<file path="src/rtl/trng_pkg.sv">
package trng_pkg;
  localparam int unsigned OFS_CTRL = 32'h400;
  localparam int unsigned OFS_SCNT = 32'h404;
  localparam int unsigned OFS_DATA = 32'h410;

  typedef struct packed {
    logic [9:0] spare;
    logic [1:0] len;
    logic [1:0] ring;
    logic       en;
    logic       start;
  } ctrl_t;
endpackage

</file>
<file path="src/rtl/trng_ctrl_reg.sv">
module trng_ctrl_reg
  import trng_pkg::*;
#(
  parameter int SCW = 16
) (
  input  logic           clk,
  input  logic           rst_n,
  input  logic           wr_ctrl,
  input  logic           wr_scnt,
  input  logic [31:0]    wdata,
  input  logic           done,
  output ctrl_t          ctrl_q,
  output logic [SCW-1:0] scnt_q,
  output logic           arm
);
  ctrl_t          base;
  logic [15:0]    base_v;
  logic [15:0]    msk;
  logic [15:0]    ctrl_d;
  logic           ctrl_ce;
  logic           scnt_ce;
  logic           running;

  assign running = ctrl_q.start & ctrl_q.en;
  assign msk     = wdata[31:16];

  always_comb begin
    base = ctrl_q;
    if (done) base.start = 1'b0;
    base_v  = base;
    ctrl_d  = base_v;
    if (wr_ctrl) ctrl_d = (base_v & ~msk) | (wdata[15:0] & msk);
    ctrl_ce = wr_ctrl | done;
    arm     = wr_ctrl & msk[0] & wdata[0] & ~base.start;
    scnt_ce = wr_scnt & ~running;
  end

  always_ff @(posedge clk or negedge rst_n) begin
    if (!rst_n) begin
      ctrl_q <= '0;
      scnt_q <= '0;
    end else begin
      if (ctrl_ce) ctrl_q <= ctrl_t'(ctrl_d);
      if (scnt_ce) scnt_q <= wdata[SCW-1:0];
    end
  end
endmodule

</file>
<file path="src/rtl/trng_sampler.sv">
module trng_sampler #(
  parameter int SCW   = 16,
  parameter int IDX_W = 9
) (
  input  logic             clk,
  input  logic             rst_n,
  input  logic             run,
  input  logic             arm,
  input  logic [SCW-1:0]   scnt,
  input  logic [IDX_W-1:0] len_bits,
  output logic             take,
  output logic [IDX_W-1:0] idx_q,
  output logic             done
);
  logic [SCW-1:0]   period;
  logic [SCW-1:0]   cnt_q, cnt_d;
  logic [IDX_W-1:0] idx_d;
  logic [IDX_W:0]   idx_next;

  always_comb begin
    period   = (scnt == '0) ? SCW'(1) : scnt;
    take     = run && (cnt_q == period - SCW'(1));
    idx_next = {1'b0, idx_q} + (IDX_W+1)'(1);
    done     = take && (idx_next >= {1'b0, len_bits});
    if (arm || !run || take) cnt_d = '0;
    else                     cnt_d = cnt_q + SCW'(1);
    if (arm)       idx_d = '0;
    else if (take) idx_d = idx_next[IDX_W-1:0];
    else           idx_d = idx_q;
  end

  always_ff @(posedge clk or negedge rst_n) begin
    if (!rst_n) begin
      cnt_q <= '0;
      idx_q <= '0;
    end else begin
      cnt_q <= cnt_d;
      if (arm || take) idx_q <= idx_d;
    end
  end
endmodule

</file>
<file path="src/rtl/trng_store.sv">
module trng_store #(
  parameter int NW    = 8,
  parameter int WW    = 32,
  parameter int IDX_W = 9
) (
  input  logic                  clk,
  input  logic                  rst_n,
  input  logic                  clr,
  input  logic                  take,
  input  logic [IDX_W-1:0]      idx,
  input  logic                  bit_in,
  output logic [NW-1:0][WW-1:0] words_q
);
  localparam int OFF_W = $clog2(WW);

  for (genvar w = 0; w < NW; w++) begin : g_word
    logic          hit;
    logic          ce;
    logic [WW-1:0] word_d;

    assign hit = take && (idx[IDX_W-1:OFF_W] == (IDX_W-OFF_W)'(w));
    assign ce  = clr | hit;

    always_comb begin
      word_d = words_q[w];
      if (clr)      word_d = '0;
      else if (hit) word_d[idx[OFF_W-1:0]] = bit_in;
    end

    always_ff @(posedge clk or negedge rst_n) begin
      if (!rst_n)  words_q[w] <= '0;
      else if (ce) words_q[w] <= word_d;
    end
  end
endmodule

</file>
<file path="src/rtl/trng_collector.sv">
module trng_collector
  import trng_pkg::*;
#(
  parameter int NW  = 8,
  parameter int SCW = 16,
  parameter int AW  = 12
) (
  input  logic          clk,
  input  logic          rst_n,
  input  logic          bus_wr,
  input  logic [AW-1:0] bus_addr,
  input  logic [31:0]   bus_wdata,
  output logic [31:0]   bus_rdata,
  input  logic          ent_bit,
  output logic [1:0]    ring_sel
);
  localparam int WW       = 32;
  localparam int MAXB     = NW * WW;
  localparam int IDX_W    = $clog2(MAXB) + 1;
  localparam int LEN_UNIT = MAXB / 4;
  localparam int WSEL_W   = $clog2(NW);
  localparam logic [AW-1:0] A_CTRL = AW'(OFS_CTRL);
  localparam logic [AW-1:0] A_SCNT = AW'(OFS_SCNT);
  localparam logic [AW-1:0] A_DATA = AW'(OFS_DATA);

  ctrl_t                 ctrl_q;
  logic [SCW-1:0]        scnt_q;
  logic                  arm, take, done, run;
  logic [IDX_W-1:0]      idx_q, len_bits, vis_words;
  logic [NW-1:0][WW-1:0] words_q;
  logic [AW-1:0]         off;
  logic                  in_data;
  logic [WSEL_W-1:0]     wsel;

  assign run      = ctrl_q.start & ctrl_q.en;
  assign ring_sel = ctrl_q.ring;
  assign len_bits = (IDX_W'(ctrl_q.len) + IDX_W'(1)) * IDX_W'(LEN_UNIT);
  assign vis_words = len_bits / IDX_W'(WW);

  trng_ctrl_reg #(.SCW(SCW)) u_ctrl (
    .clk(clk), .rst_n(rst_n),
    .wr_ctrl(bus_wr && bus_addr == A_CTRL),
    .wr_scnt(bus_wr && bus_addr == A_SCNT),
    .wdata(bus_wdata), .done(done),
    .ctrl_q(ctrl_q), .scnt_q(scnt_q), .arm(arm)
  );

  trng_sampler #(.SCW(SCW), .IDX_W(IDX_W)) u_samp (
    .clk(clk), .rst_n(rst_n), .run(run), .arm(arm),
    .scnt(scnt_q), .len_bits(len_bits),
    .take(take), .idx_q(idx_q), .done(done)
  );

  trng_store #(.NW(NW), .WW(WW), .IDX_W(IDX_W)) u_store (
    .clk(clk), .rst_n(rst_n), .clr(arm), .take(take),
    .idx(idx_q), .bit_in(ent_bit), .words_q(words_q)
  );

  always_comb begin
    off       = bus_addr - A_DATA;
    in_data   = (bus_addr >= A_DATA) && (off < AW'(NW * 4)) && (off[1:0] == 2'b00);
    wsel      = off[WSEL_W+1:2];
    bus_rdata = '0;
    if (bus_addr == A_CTRL)      bus_rdata = {16'h0000, ctrl_q};
    else if (bus_addr == A_SCNT) bus_rdata = 32'(scnt_q);
    else if (in_data && !ctrl_q.start && (IDX_W'(wsel) < vis_words))
      bus_rdata = words_q[wsel];
  end
endmodule

</file>
<file path="config.mk">
export PLATFORM = sky130hd
export DESIGN_NAME = trng_collector
export DESIGN_NICKNAME = d
export VERILOG_FILES = /design/src/rtl/trng_pkg.sv /design/src/rtl/trng_ctrl_reg.sv /design/src/rtl/trng_sampler.sv /design/src/rtl/trng_store.sv /design/src/rtl/trng_collector.sv
export SDC_FILE = /design/constraint.sdc
export NUM_CORES = 1
export LEC_CHECK = 0
export BUFFER_PORTS_ARGS = -buffer_cell sky130_fd_sc_hd__buf_4
export CAP_MARGIN = 20
export CORE_MARGIN = 2
export CORE_UTILIZATION = 43
export CTS_BUF_LIST = sky130_fd_sc_hd__clkbuf_16
export CTS_CLUSTER_SIZE = 40
export DETAILED_ROUTE_END_ITERATION = 10
export GPL_TIMING_DRIVEN = 0
export PLACE_DENSITY = 0.65
export REMOVE_ABC_BUFFERS = 1
export SETUP_SLACK_MARGIN = 0.15
export SYNTH_ARGS = -nofsm -noshare
export SYNTH_HDL_FRONTEND = slang
export SYNTH_HIERARCHICAL = 1
export SYNTH_SLANG_ARGS = --single-unit
</file>
<file path="constraint.sdc">
create_clock -name clk -period 15.75 [get_ports clk]
set_clock_uncertainty 0.2 [all_clocks]
set_input_delay 1.575 -clock clk [delete_from_list [all_inputs] [get_ports clk]]
set_output_delay 1.575 -clock clk [all_outputs]
set_load 0.1 [all_outputs]
</file>
==> results.tsv, run 1 <==
metric	value	unit
status	completed	
Pwr Density	85.0	nW/um^2
post_cts resized	0	
layout cells sized above 1	16.6	%
Total Die Area	46100	sq um
Rows	77	
Die X	215	um
crit path kind	in2out	
CP Buf/Inv Count	3	
P_int	1.37	mW
GRT Overall Usage	21.7	%
Core Footprint	44000	sq um
crit path time final	7.93	ns
cell count after synthesis	1798	
grt met3 use	3.11	%
DP HPWL	29.1	mm
max-slew violation count	0	
Sink Count	313	
sequential fraction of the synthesis area	41.0	%
Hold WS	0.304	ns
antenna violations before repair	0	
syn avg cell area	10.6	sq um
CTS tree	done	
Comb pwr share	8.1	%
# diodes	0	
H-tree levels	2	
via count	14292	
placed cell areas	20200	sq um
reg-to-reg endpoint	u_store/words_q[5]$_DFFE_PN0P_	
Util after Layout	48.7	%
met1 usage	32.4	%
Max VDD drop	0.0894	mV
slew margin rel.	25.0	%
gr busiest metal	met2	
design area	21400	sq um
Num CTS Buffers	37	
area of the multi-input gates	10200	sq um
Synth cell types	67	
Initial Util	43.4	%
area growth from synthesis to layout	12.2	%
gpl congestion	0.888	
slowest CP cell	clkinv_1	
setup bufs post-CTS	0	
worst-skew pair later-pin latency	0.55	ns
endpoint type of the worst setup path	primary output	
CTS Buffer Depth	3	
final worst setup slack	7.82	ns
final setup fails	0	
final hold violation count	0	
Final nets	1812	
Leakage	10.3	nW
DIE HEIGHT	215	um
worst slack, placed	7.87	ns
number of flops mapped to enable cells by yosys	0	
register area	7830	sq um
Seq pwr share	46.9	%
drt pass-1 iters	5	
crit path from	bus_addr[4]	
Clock transition at path regs	0.06	ns
io pins	82	
FF-to-FF Start	u_ctrl/scnt_q[0]$_DFFE_PN0P_	
Hold Path Class	reg2reg	
Slew @ Worst Pin	1.12	ns
CP Max Fanout	50	
Top Family by Delay on Critical Path	buffers and inverters	
critical path's most frequent cell	buf_4	
Via density	6.04	
IO Port Bufs	81	
Fillers	3955	
CP Depth	8	
CP required	13.98	ns
max capacitance violation total	0	
Max Fclk	0.126	GHz
initial DRC count	1203	
unrepaired setup endpoints after global routing	no	
vias in the first global route	14501	
register-to-register setup slack	8.57	ns
drt drc	0	
root buffer cell	clkbuf_16	
final period utilization	50.3	%
switching share of total power	25.0	%
GRT Residual Overflow	0	
CP arrival	6.15	ns
#FFs+latches synth	313	
dominant synthesized flop cell	dfrtp_1	
worst-case reg-to-reg path depth	20	
worst-path cell chain	buf_4, clkinv_1, ha_1, nor2b_1, or3_1, a2111o_2, a21oi_1, buf_4	
first-pass GRT wire length	82.4	mm
# hold bufs at CTS	0	
CP Launch Type	input port	
Yosys warning total	6	
maximum single-stage delay on the critical path	1.14	ns
Mapped Area	19100	sq um
CP Capture Point	bus_rdata[25]	
Async SR Flop Fraction	100	%
post-route ant nets	0	
part of the power in the clock network	45.0	%
met2 Resource Use GR	33.9	%
wirelength, routed	50.2	mm
largest net degree at the start of global routing	99	
Sw Pwr	0.455	mW
DR WL/cell	21.2	um
-- Yosys cell counts, types with 4 or more instances --
cell	number	share of area (%)
mux4_2	64	7.5
o21a_1	18	0.71
o21ai_0	33	0.86
a32o_1	4	0.21
nand3_1	44	1.2
nor2b_1	13	0.43
ha_1	15	0.98
o21ai_1	14	0.37
and3_1	12	0.39
clkbuf_1	78	1.5
buf_6	7	0.41
nor3b_2	6	0.39
buf_4	21	0.83
and4_1	7	0.32
nand4_1	228	7.5
nand2b_1	255	8.4
o32ai_1	4	0.18
inv_1	24	0.47
xnor2_1	13	0.60
a211oi_1	5	0.20
mux2_2	21	1.2
nand2_1	61	1.2
mux2_4	10	0.79
and2_1	6	0.20
nor3_1	7	0.18
and3b_1	5	0.23
dfrtp_1	313	41
xor2_1	20	0.92
mux2i_1	266	14
buf_2	98	2.6
or3_1	9	0.29
a21oi_1	36	0.94
nor2_1	33	0.65
-- logic make-up after synthesis --
group | Yosys count | synth area share [%]
xor gates and xnor gates | 33 | 1.51
adders and majority gates | 15 | 0.983
DFF | 313 | 41.0
other | 1 | 0.0196
muxes | 361 | 23.5
buffers and inverters | 235 | 6.04
and+or+nand+nor | 710 | 22.7
AOI/OAI and AO/OA | 130 | 4.21
-- power groups by stage --
stage	combinational [mW]	sequential (mW)	clock, mW
5_1_grt	0.164	0.859	0.870
4_1_cts	0.149	0.855	0.836
2_1_floorplan	0.0827	0.864	0
3_5_place_dp	0.149	0.869	0
6_report	0.148	0.856	0.820
3_3_place_gp	0.137	0.869	0
-- worst min-delay path by stage --
stage / depth (start not counted) / slack [ns] / startpoint / end
floorplan: 1 / 0.28 / flip-flop / flip-flop
global placement: 1 / 0.29 / flip-flop / flip-flop
detailed placement: 1 / 0.29 / flip-flop / flip-flop
CTS: 1 / 0.31 / flip-flop / flip-flop
global route: 1 / 0.33 / flip-flop / flip-flop
finish: 1 / 0.30 / flip-flop / flip-flop
-- worst register-to-register path: cells and delay by family, from the launching register on --
family | cells | cell delay (ns)
buffers and inverters | 5 | 1.46
xor gates and xnor gates | 1 | 0.15
muxes | 1 | 0.19
AOI/OAI and AO/OA | 4 | 0.71
and+or+nand+nor | 8 | 3.65
adders and majority gates | 1 | 0.23
DFF | 1 | 0.47
-- through the flow --
step / instances / power (mW) / setup TNS [ns]
detailed placement: 2299 / 1.02 / 0
floorplan: 1594 / 0.947 / 0
global placement: 2267 / 1.01 / -1702.62
global route: 2368 / 1.89 / 0
CTS: 2365 / 1.84 / 0
finish: 2368 / 1.82 / 0
-- cell type report --
class / count / area share (%)
Timing Repair Buffer: 116 / 6.54
Clock inverter: 29 / 1.00
Inverter: 26 / 0.455
Tap cell: 592 / 3.46
Sequential cell: 313 / 36.5
Multi-Input combinational cell: 1255 / 47.7
Clock buffer: 37 / 4.32
-- placed cells by master, fill, tap and decap left out, types with 9 or more instances in the layout --
cell type | Yosys | routed
dfrtp_1 | 313 | 313
mux2i_1 | 266 | 266
nand2b_1 | 255 | 254
nand4_1 | 228 | 228
buf_4 | 21 | 81
mux4_2 | 64 | 64
nand2_1 | 61 | 61
nand3_1 | 44 | 44
clkbuf_16 | 0 | 37
a21oi_1 | 36 | 36
o21ai_0 | 33 | 33
nor2_1 | 33 | 32
inv_1 | 24 | 29
mux2_2 | 21 | 21
xor2_1 | 20 | 20
o21a_1 | 18 | 18
buf_16 | 0 | 17
ha_1 | 15 | 15
o21ai_1 | 14 | 14
xnor2_1 | 13 | 13
and3_1 | 12 | 12
buf_12 | 1 | 12
mux2_4 | 10 | 10
or3_1 | 9 | 9
clkinv_2 | 0 | 9
-- sequential cells by signal, summed over array words and instances (netlist names), named ones only --
register and flops:
u_samp/idx_q 9, u_ctrl/ctrl_q 1, u_samp/cnt_q 16, u_store/words_q 256, u_ctrl/scnt_q 16
-- layer usage --
metal | share of wire [%] | vias up
met4 | 1.3 | 0
li1 | - | 6420
met5 | 0 | -
met1 | 47 | 7389
met3 | 5.4 | 52
met2 | 47 | 431
Note: power is estimated with default switching activity, not from simulation.
==> inputs of run 2 (changes only) <==
- PLACE_DENSITY: 0.65 -> 0.67
- clock period: 15.75 -> 7.1 ns (I/O delays scaled with it)
==> results.tsv, run 2 (synthesis results as in run 1) <==
metric	value	unit
status	completed	
DIE HEIGHT	215	um
worst-skew pair later-pin latency	0.53	ns
worst-path cell chain	or4_4, nor3_4, a21oi_1, ha_1, nor3b_2, and4_1, xnor2_1, a211oi_1, o22ai_1, or4_1, inv_1, o31a_1, nand2b_1, nor2b_4, buf_16, buf_12, buf_12, nand2b_4, buf_16, mux2i_1	
Top Family by Delay on Critical Path	simple AND/OR/NAND/NOR gates	
drt drc	0	
gpl congestion	0.863	
io pins	82	
DP HPWL	29.4	mm
final hold violation count	0	
first-pass GRT wire length	81.8	mm
CP Depth	20	
Via density	6.02	
Max VDD drop	0.121	mV
Clock transition at path regs	0.06	ns
crit path from	u_ctrl/scnt_q[0]$_DFFE_PN0P_	
Final nets	1812	
register-to-register setup slack	0.58	ns
commonest non-fill, non-tap cells in the layout	313 x dfrtp_1, 266 x mux2i_1, 254 x nand2b_1	
Util after Layout	48.4	%
Num CTS Buffers	35	
final setup TNS	0	ns
layout cells sized above 1	16.2	%
met1 usage	31.9	%
grt met3 use	3.27	%
FF-to-FF Start	u_ctrl/scnt_q[0]$_DFFE_PN0P_	
setup bufs post-CTS	0	
crit path time final	6.52	ns
Largest Register	u_store/words_q	
final period utilization	91.9	%
CTS Buffer Depth	3	
IO Port Bufs	81	
max capacitance violation total	0	
Die X	215	um
GRT Overall Usage	21.7	%
Sw Pwr	0.958	mW
final setup fails	0	
Seq pwr share	48.9	%
slew margin rel.	26.7	%
part of the power in the clock network	42.6	%
unrepaired setup endpoints after global routing	no	
# diodes	0	
crit path kind	reg2reg	
CP Capture Point	u_store/words_q[156]$_DFFE_PN0P_	
via count	14235	
CP Max Fanout	70	
max-slew violation count	0	
Core Footprint	44000	sq um
Comb pwr share	8.5	%
slowest CP cell	or4_1	
area growth from synthesis to layout	11.5	%
worst-case reg-to-reg path depth	20	
CP arrival	6.71	ns
post-route ant nets	0	
switching share of total power	24.7	%
initial DRC count	1371	
Initial Util	43.4	%
drt pass-1 iters	5	
maximum single-stage delay on the critical path	0.77	ns
Leakage	10.3	nW
design area	21300	sq um
biggest regs	u_store/words_q (256), u_ctrl/scnt_q (16), u_samp/cnt_q (16)	
wirelength, routed	50.9	mm
Total Die Area	46100	sq um
H-tree levels	2	
Hold Path Class	in2async	
gr busiest metal	met2	
vias in the first global route	14387	
GRT Residual Overflow	0	
CP Buf/Inv Count	5	
endpoint type of the worst setup path	flip-flop	
number of flip-flops in the largest register	256	
CTS tree	done	
placed cell areas	20200	sq um
P_int	2.92	mW
largest net degree at the start of global routing	110	
antenna violations before repair	0	
CP Launch Type	flip-flop	
DR WL/cell	21.5	um
Sink Count	313	
post_cts resized	0	
Slew @ Worst Pin	1.10	ns
most common cell after layout, fill and taps aside	dfrtp_1	
CP required	7.29	ns
Max Fclk	0.153	GHz
met2 Resource Use GR	33.7	%
Rows	77	
reg-to-reg endpoint	u_store/words_q[156]$_DFFE_PN0P_	
root buffer cell	clkbuf_16	
Pwr Density	182	nW/um^2
==> run 2: cell types whose count changed in the layout (fill, tap and decap cells not counted), sizes merged, moves of 2 or more <==
cell and delta:
clkinvlp -2, clkinv -6, inv +4, bufinv -2
==> run 2: metal layers <==
layer  vias to the layer above  wire length [um]
met2                       456             23600
met5                         -                 0
li1                       6415                 -
met3                        78              3250
met1                      7286             23100
met4                         0               890
==> run 2: worst min-delay path by stage <==
stage,from,endpoint,slack [ns],cells after the start
after floorplan,rst_n,async pin,0.21,0
after global placement,flip-flop,flip-flop,0.29,1
after detailed placement,flip-flop,flip-flop,0.30,1
final,rst_n,u_store/words_q[236]$_DFFE_PN0P_,0.008,1
after CTS,rst_n,u_store/words_q[236]$_DFFE_PN0P_,0.05,1
after global routing,rst_n,u_store/words_q[236]$_DFFE_PN0P_,0.07,1
==> run 2: area by class of cell <==
type | count | area [sq um]
Fill cell | 4010 | 22700
Multi-Input combinational cell | 1257 | 10200
Sequential cell | 313 | 7830
Timing Repair Buffer | 116 | 1380
Clock buffer | 36 | 901
Tap cell | 592 | 741
Clock inverter | 23 | 111
Inverter | 26 | 97.6
==> run 2: metrics by stage <==
stage / total power [mW] / hold WS [ns] / worst slack (ns) / instances
finish: 3.88 / 0.00834 / 0.575 / 2363
global route: 4.03 / 0.0691 / 0.195 / 2363
CTS: 3.92 / 0.0549 / 0.447 / 2359
detailed placement: 2.26 / 0.298 / 0.465 / 2300
global placement: 2.23 / 0.288 / -14.78 / 2267
floorplan: 2.10 / 0.214 / -6.54 / 1594
==> run 2: repair_timing <==
action,in CTS,in global routing
setup endpoints to repair,0,201
hold buffers,0,0
endpoints found under the hold margin,0,0
==> run 2: power groups by stage <==
| stage | Combinational, mW | Clock [mW] | Sequential [mW] |
|---|---|---|---|
| final | 0.329 | 1.65 | 1.90 |
| after CTS | 0.331 | 1.69 | 1.90 |
| after floorplan | 0.183 | 0 | 1.92 |
| after detailed placement | 0.329 | 0 | 1.93 |
| after global routing | 0.363 | 1.76 | 1.91 |
| after global placement | 0.304 | 0 | 1.93 |
